### src/rtl/fpstack_pkg.sv
package fpstack_pkg;

  typedef enum logic [2:0] {
    CMD_NOP   = 3'd0,
    CMD_RDTOP = 3'd1,
    CMD_WRTOP = 3'd2,
    CMD_INC   = 3'd3,
    CMD_DEC   = 3'd4,
    CMD_SETTM = 3'd5,
    CMD_CLRTM = 3'd6,
    CMD_TAG   = 3'd7
  } cmd_e;

  // strobes from control to datapath
  typedef struct packed {
    logic rdTop;
    logic ldTop;
    logic incTop;
    logic decTop;
    logic setTm;
    logic clrTm;
    logic tagWr;
    logic tagVal;
    logic tagErr;
  } strobe_t;

endpackage

### src/rtl/fpstack_ctrl.sv
module fpstack_ctrl
  import fpstack_pkg::*;
#(
  parameter int TAG_OP_W = 5
) (
  input  logic [2:0]          cmdOp,
  input  logic [TAG_OP_W-1:0] tagOp,
  input  logic                selBit,
  output strobe_t             stb
);

  cmd_e cmd;
  logic [2:0] opMod;

  assign cmd   = cmd_e'(cmdOp);
  assign opMod = tagOp[2:0];

  always_comb begin
    stb = '0;
    unique case (cmd)
      CMD_RDTOP: stb.rdTop  = 1'b1;
      CMD_WRTOP: stb.ldTop  = 1'b1;
      CMD_INC:   stb.incTop = 1'b1;
      CMD_DEC:   stb.decTop = 1'b1;
      CMD_SETTM: stb.setTm  = 1'b1;
      CMD_CLRTM: stb.clrTm  = 1'b1;
      CMD_TAG: begin
        if (opMod == 3'd0 && !selBit) begin
          stb.tagWr  = 1'b1;
          stb.tagVal = 1'b1;
        end else if (opMod == 3'd1 && selBit) begin
          stb.tagWr  = 1'b1;
          stb.tagVal = 1'b0;
        end else begin
          stb.tagErr = 1'b1;
        end
      end
      default: ;
    endcase
  end

endmodule

### src/rtl/fpstack_dp.sv
module fpstack_dp
  import fpstack_pkg::*;
#(
  parameter int IDX_W  = 3,
  parameter int DATA_W = 64
) (
  input  logic                    clk,
  input  logic                    rstN,
  input  strobe_t                 stb,
  input  logic [IDX_W-1:0]        cmdImm,
  input  logic [IDX_W-1:0]        tagSel,
  input  logic [IDX_W-1:0]        logIdx,
  output logic [IDX_W-1:0]        physIdx,
  output logic [IDX_W-1:0]        topQ,
  output logic                    tmQ,
  output logic [(1<<IDX_W)-1:0]   tagWord,
  output logic                    selBit,
  output logic [DATA_W-1:0]       rdData,
  output logic                    excPulse
);

  localparam int NREG = 1 << IDX_W;
  localparam logic [IDX_W-1:0] ONE = IDX_W'(1);

  always_ff @(posedge clk or negedge rstN) begin
    if (!rstN) begin
      topQ <= '0;
    end else if (stb.ldTop) begin
      topQ <= cmdImm;
    end else if (stb.incTop) begin
      topQ <= topQ + ONE;
    end else if (stb.decTop) begin
      topQ <= topQ - ONE;
    end
  end

  always_ff @(posedge clk or negedge rstN) begin
    if (!rstN) begin
      tmQ <= 1'b0;
    end else if (stb.setTm) begin
      tmQ <= 1'b1;
    end else if (stb.clrTm) begin
      tmQ <= 1'b0;
    end
  end

  always_ff @(posedge clk or negedge rstN) begin
    if (!rstN) begin
      rdData   <= '0;
      excPulse <= 1'b0;
    end else begin
      excPulse <= stb.tagErr;
      if (stb.rdTop) rdData <= DATA_W'(topQ);
    end
  end

  for (genvar i = 0; i < NREG; i++) begin : g_tag
    always_ff @(posedge clk or negedge rstN) begin
      if (!rstN) begin
        tagWord[i] <= 1'b0;
      end else if (stb.tagWr && tagSel == IDX_W'(i)) begin
        tagWord[i] <= stb.tagVal;
      end
    end
  end

  assign selBit  = tagWord[tagSel];
  assign physIdx = tmQ ? logIdx + topQ : logIdx;

endmodule

### src/rtl/fpstack_ctl.sv
module fpstack_ctl
  import fpstack_pkg::*;
#(
  parameter int IDX_W    = 3,
  parameter int DATA_W   = 64,
  parameter int TAG_OP_W = 5
) (
  input  logic                  clk,
  input  logic                  rstN,
  input  logic [2:0]            cmdOp,
  input  logic [IDX_W-1:0]      cmdImm,
  input  logic [IDX_W-1:0]      tagSel,
  input  logic [TAG_OP_W-1:0]   tagOp,
  input  logic [IDX_W-1:0]      logIdx,
  output logic [IDX_W-1:0]      physIdx,
  output logic [DATA_W-1:0]     rdData,
  output logic                  excPulse,
  output logic [(1<<IDX_W)-1:0] tagWord
);

  strobe_t          stb;
  logic             selBit;
  logic [IDX_W-1:0] topQ;
  logic             tmQ;

  fpstack_ctrl #(.TAG_OP_W(TAG_OP_W)) ctrl_i (
    .cmdOp (cmdOp),
    .tagOp (tagOp),
    .selBit(selBit),
    .stb   (stb)
  );

  fpstack_dp #(.IDX_W(IDX_W), .DATA_W(DATA_W)) dp_i (
    .clk     (clk),
    .rstN    (rstN),
    .stb     (stb),
    .cmdImm  (cmdImm),
    .tagSel  (tagSel),
    .logIdx  (logIdx),
    .physIdx (physIdx),
    .topQ    (topQ),
    .tmQ     (tmQ),
    .tagWord (tagWord),
    .selBit  (selBit),
    .rdData  (rdData),
    .excPulse(excPulse)
  );

endmodule

### config.mk
export PLATFORM = sky130hd
export DESIGN_NAME = fpstack_ctl
export DESIGN_NICKNAME = d
export VERILOG_FILES = /design/src/rtl/fpstack_pkg.sv /design/src/rtl/fpstack_ctrl.sv /design/src/rtl/fpstack_dp.sv /design/src/rtl/fpstack_ctl.sv
export SDC_FILE = /design/constraint.sdc
export NUM_CORES = 1
export LEC_CHECK = 0
export BUFFER_PORTS_ARGS = -buffer_cell sky130_fd_sc_hd__buf_2
export CAP_MARGIN = 30
export CELL_PAD_IN_SITES_DETAIL_PLACEMENT = 2
export CELL_PAD_IN_SITES_GLOBAL_PLACEMENT = 2
export CORE_MARGIN = 4
export CORE_UTILIZATION = 24
export DETAILED_ROUTE_END_ITERATION = 10
export GPL_ROUTABILITY_DRIVEN = 0
export PLACE_DENSITY = 0.89
export SLEW_MARGIN = 10
export SYNTH_ARGS = -nofsm -noshare
export SYNTH_HDL_FRONTEND = slang
export SYNTH_SLANG_ARGS = --single-unit
### constraint.sdc
create_clock -name clk -period 2.55 [get_ports clk]
set_input_delay 0.255 -clock clk [delete_from_list [all_inputs] [get_ports clk]]
set_output_delay 0.255 -clock clk [all_outputs]
set_load 0.005 [all_outputs]
==> metrics.yaml <==
final_layout:
  drive_gt1_share_pct: 22.7
  syn_to_final_growth_pct: 3.11
  diodes: 0
  num-nets-final: 217
clock_tree:
  cts_resized: 0
  clock-sinks: 16
  cts_tree: "done"
  root_buffer: "clkbuf_8"
  cts_buffers: 3
  clkTransAtPathRegs_ps: 70
  htreeDepth: 1
  cts.path.max_buffers: 2
  insertion_delay_ps: 250
detailed_routing:
  vias: 1125
  drcViolationCount: 0
  ant_nets: 0
  drt_iter0_drc: 12
  first_pass_iters: 3
  drt-total-wl_um: 3770
  wl_per_cell_um: 14.0
  vias_per_cell: 4.18
die:
  fp.dieW_um: 86.8
  initial_core_util_pct: 25.0
  core_area_sq_um: 5960
  rows: 28
  die_area_sq_um: 7530
  die_height_um: 86.8
  pin_count: 95
synth:
  syn_inst: 165
  seq_area_frac_synth_pct: 26.9
  synth-edff-count: 0
  avgSynthCellArea_sq_um: 9.03
  yosysWarnings: 0
  ys_seq_elements: 16
  synthArstFlopShare_pct: 100
  synth_cell_type_count: 45
  synth_area_sq_um: 1490
  synthFlopType: "dfrtp_1"
placed_design:
  dp_slack_ps: 706
  hpwlAfterDp_um: 3050
  port_buffers: 31
run_status:
  status: "finished clean"
power:
  power_density_nw_per_um2: 553
  leakagePower_nw: 0.775
  power_uw: 850
  ir_worst_vdd_mv: 0.229
hold_path:
  worstHoldStart: "tagOp[0]"
  hold_class: "in -> reg"
  worstHoldPathCells: 2
  whs_endpoint: "dp_i.tagWord[1]$_DFFE_PN0P_"
sta:
  slew_headroom_pct: 47.7
  tightest_slew_ps: 764
  max_freq_ghz: 0.477
  hold_viol_final: 0
  maxSlewViolCount: 0
  setup_viol: 0
  fin_ws_ps: 452
  setup_tns_ps: 0
  finalCritPeriodShare_pct: 82.3
  period_needed_ps: 2100
  rsz0062_at_grt: "false"
  fin_worst_skew_ps: 1.21
setup_path:
  reg2reg_to: "dp_i.tagWord[4]$_DFFE_PN0P_"
  crit_type: "reg -> out"
  cp_max_fo: 7
  crit_family: "adder cells"
  timing.critical_path.cells: "ha_1, fa_1, xor2_1, nand2_1, xnor2_1, buf_2"
  r2r_cells: 4
  worstReg2RegStart: "dp_i.tagWord[0]$_DFFE_PN0P_"
  critPathMaxStageDelay_ps: 470
  crit_buf_inv: 1
  cp-start-kind: "flip-flop"
  rrSetupSlack_ps: 790
  required_ps: 2300
  end_kind: "primary output"
  crit_arrival_ps: 1840
  crit_path_top_delay_cell: "dfrtp_1"
grt:
  gr-usage-met3_pct: 3.04
  busiest_layer: "met2"
  grt_use_total_pct: 9.95
  met2_usage_pct: 16.4
  gr-total-overflow: 0
  grt_max_degree: 17
  grt_antenna_before_repair: 0
  grt_pass1_vias: 1177
  met1_usage_pct: 12.8
  grt_pass1_wl_um: 5940
run:
  drv_cap: 0
## placed cells by master, fill, tap and decap left out, drive strengths merged, types with 2 or more instances in the layout
cell,netlist,final
o31ai,3,3
dfrtp,16,16
nor4,3,3
a31oi,4,4
a21oi,4,4
mux2i,2,2
fa,2,2
and3,2,2
nand2b,2,2
nand3,3,3
conb,1,61
nand3b,2,2
o21ai,6,6
buf,64,31
inv,3,3
a41oi,2,2
nand4,2,2
mux2,7,7
nand2,4,4
o22ai,2,2
clkbuf,3,4
nor2,6,6
a31o,2,2
nor2b,3,3
## flip-flops by register name (all words and copies together) (netlist names)
signal,flops
dp_i.tagWord,8
dp_i.rdData,3
dp_i.excPulse,1
dp_i.topQ,3
dp_i.tmQ,1
## logic make-up after synthesis
group | after synthesis | synth area share (%)
other | 1 | 0.252
adder cells (fa/ha/maj) | 3 | 3.53
multiplexers | 9 | 6.63
XOR/XNOR | 2 | 1.18
AND/OR/NAND/NOR | 34 | 13.7
AO/OA/AOI/OAI | 30 | 14.0
buffers and inverters | 70 | 33.8
flip-flops | 16 | 26.9
## final cells by class
class	count	area, sq um
Timing Repair Buffer	32	165
Multi-Input combinational cell	139	811
Clock buffer	4	55.1
Sequential cell	16	400
Fill cell	734	4420
Inverter	3	11.3
Tap cell	75	93.8
## worst max-delay path by stage
stage | startpoint | endpoint | cells past startpoint
global placement | dp_i.topQ[0]$_DFFE_PN0P_ | physIdx[2] | 6
detailed placement | dp_i.topQ[0]$_DFFE_PN0P_ | physIdx[2] | 6
global route | dp_i.topQ[0]$_DFFE_PN0P_ | physIdx[2] | 6
CTS | dp_i.topQ[0]$_DFFE_PN0P_ | physIdx[2] | 6
floorplan | cmdOp[0] | dp_i.topQ[2]$_DFFE_PN0P_ | 6
finish | dp_i.topQ[0]$_DFFE_PN0P_ | physIdx[2] | 6
## worst register-to-register path: cells and delay by family, from the launching register on
family / cells / cell delay [ps]
AO/OA/AOI/OAI: 2 / 930
flip-flops: 1 / 410
AND/OR/NAND/NOR: 2 / 340
## cells in the mapped netlist (all sizes together), types with 3 or more instances
cell type / count / area share, %
buf: 64 / 32
dfrtp: 16 / 27
mux2: 7 / 5.3
nor2: 6 / 1.5
o21ai: 6 / 2.0
a21oi: 4 / 1.3
a31oi: 4 / 1.7
nand2: 4 / 1.0
clkbuf: 3 / 0.76
inv: 3 / 0.76
nand3: 3 / 1.0
nor2b: 3 / 1.3
nor4: 3 / 1.7
o31ai: 3 / 1.5
## through the flow
stage               instances  instance area (sq um)  hold slack [ps]  util (%)
global placement          264                   1470              202      24.7
global route              269                   1540              297      25.8
detailed placement        264                   1470              210      24.7
CTS                       269                   1540              289      25.8
finish                    269                   1540              292      25.8
floorplan                 225                   1720            -40.6         -
## where the power goes
part | total (mW) | internal (mW) | switching [mW]
clock | 0.233 | 0.137 | 0.0960
sequential | 0.350 | 0.301 | 0.0486
combinational | 0.266 | 0.123 | 0.143
total | 0.850 | 0.562 | 0.288
## routing by layer
| layer | routed length, um | vias to the layer above |
|---|---|---|
| li1 | - | 518 |
| met1 | 1610 | 545 |
| met2 | 1830 | 58 |
| met3 | 299 | 4 |
| met4 | 31 | 0 |
| met5 | 0 | - |
## repair_timing
action                    in CTS  in global routing
hold buffers                   1                  0
hold endpoints to repair      16                  0
buffers inserted               0                  0
Note: power is estimated with default switching activity, not from simulation.
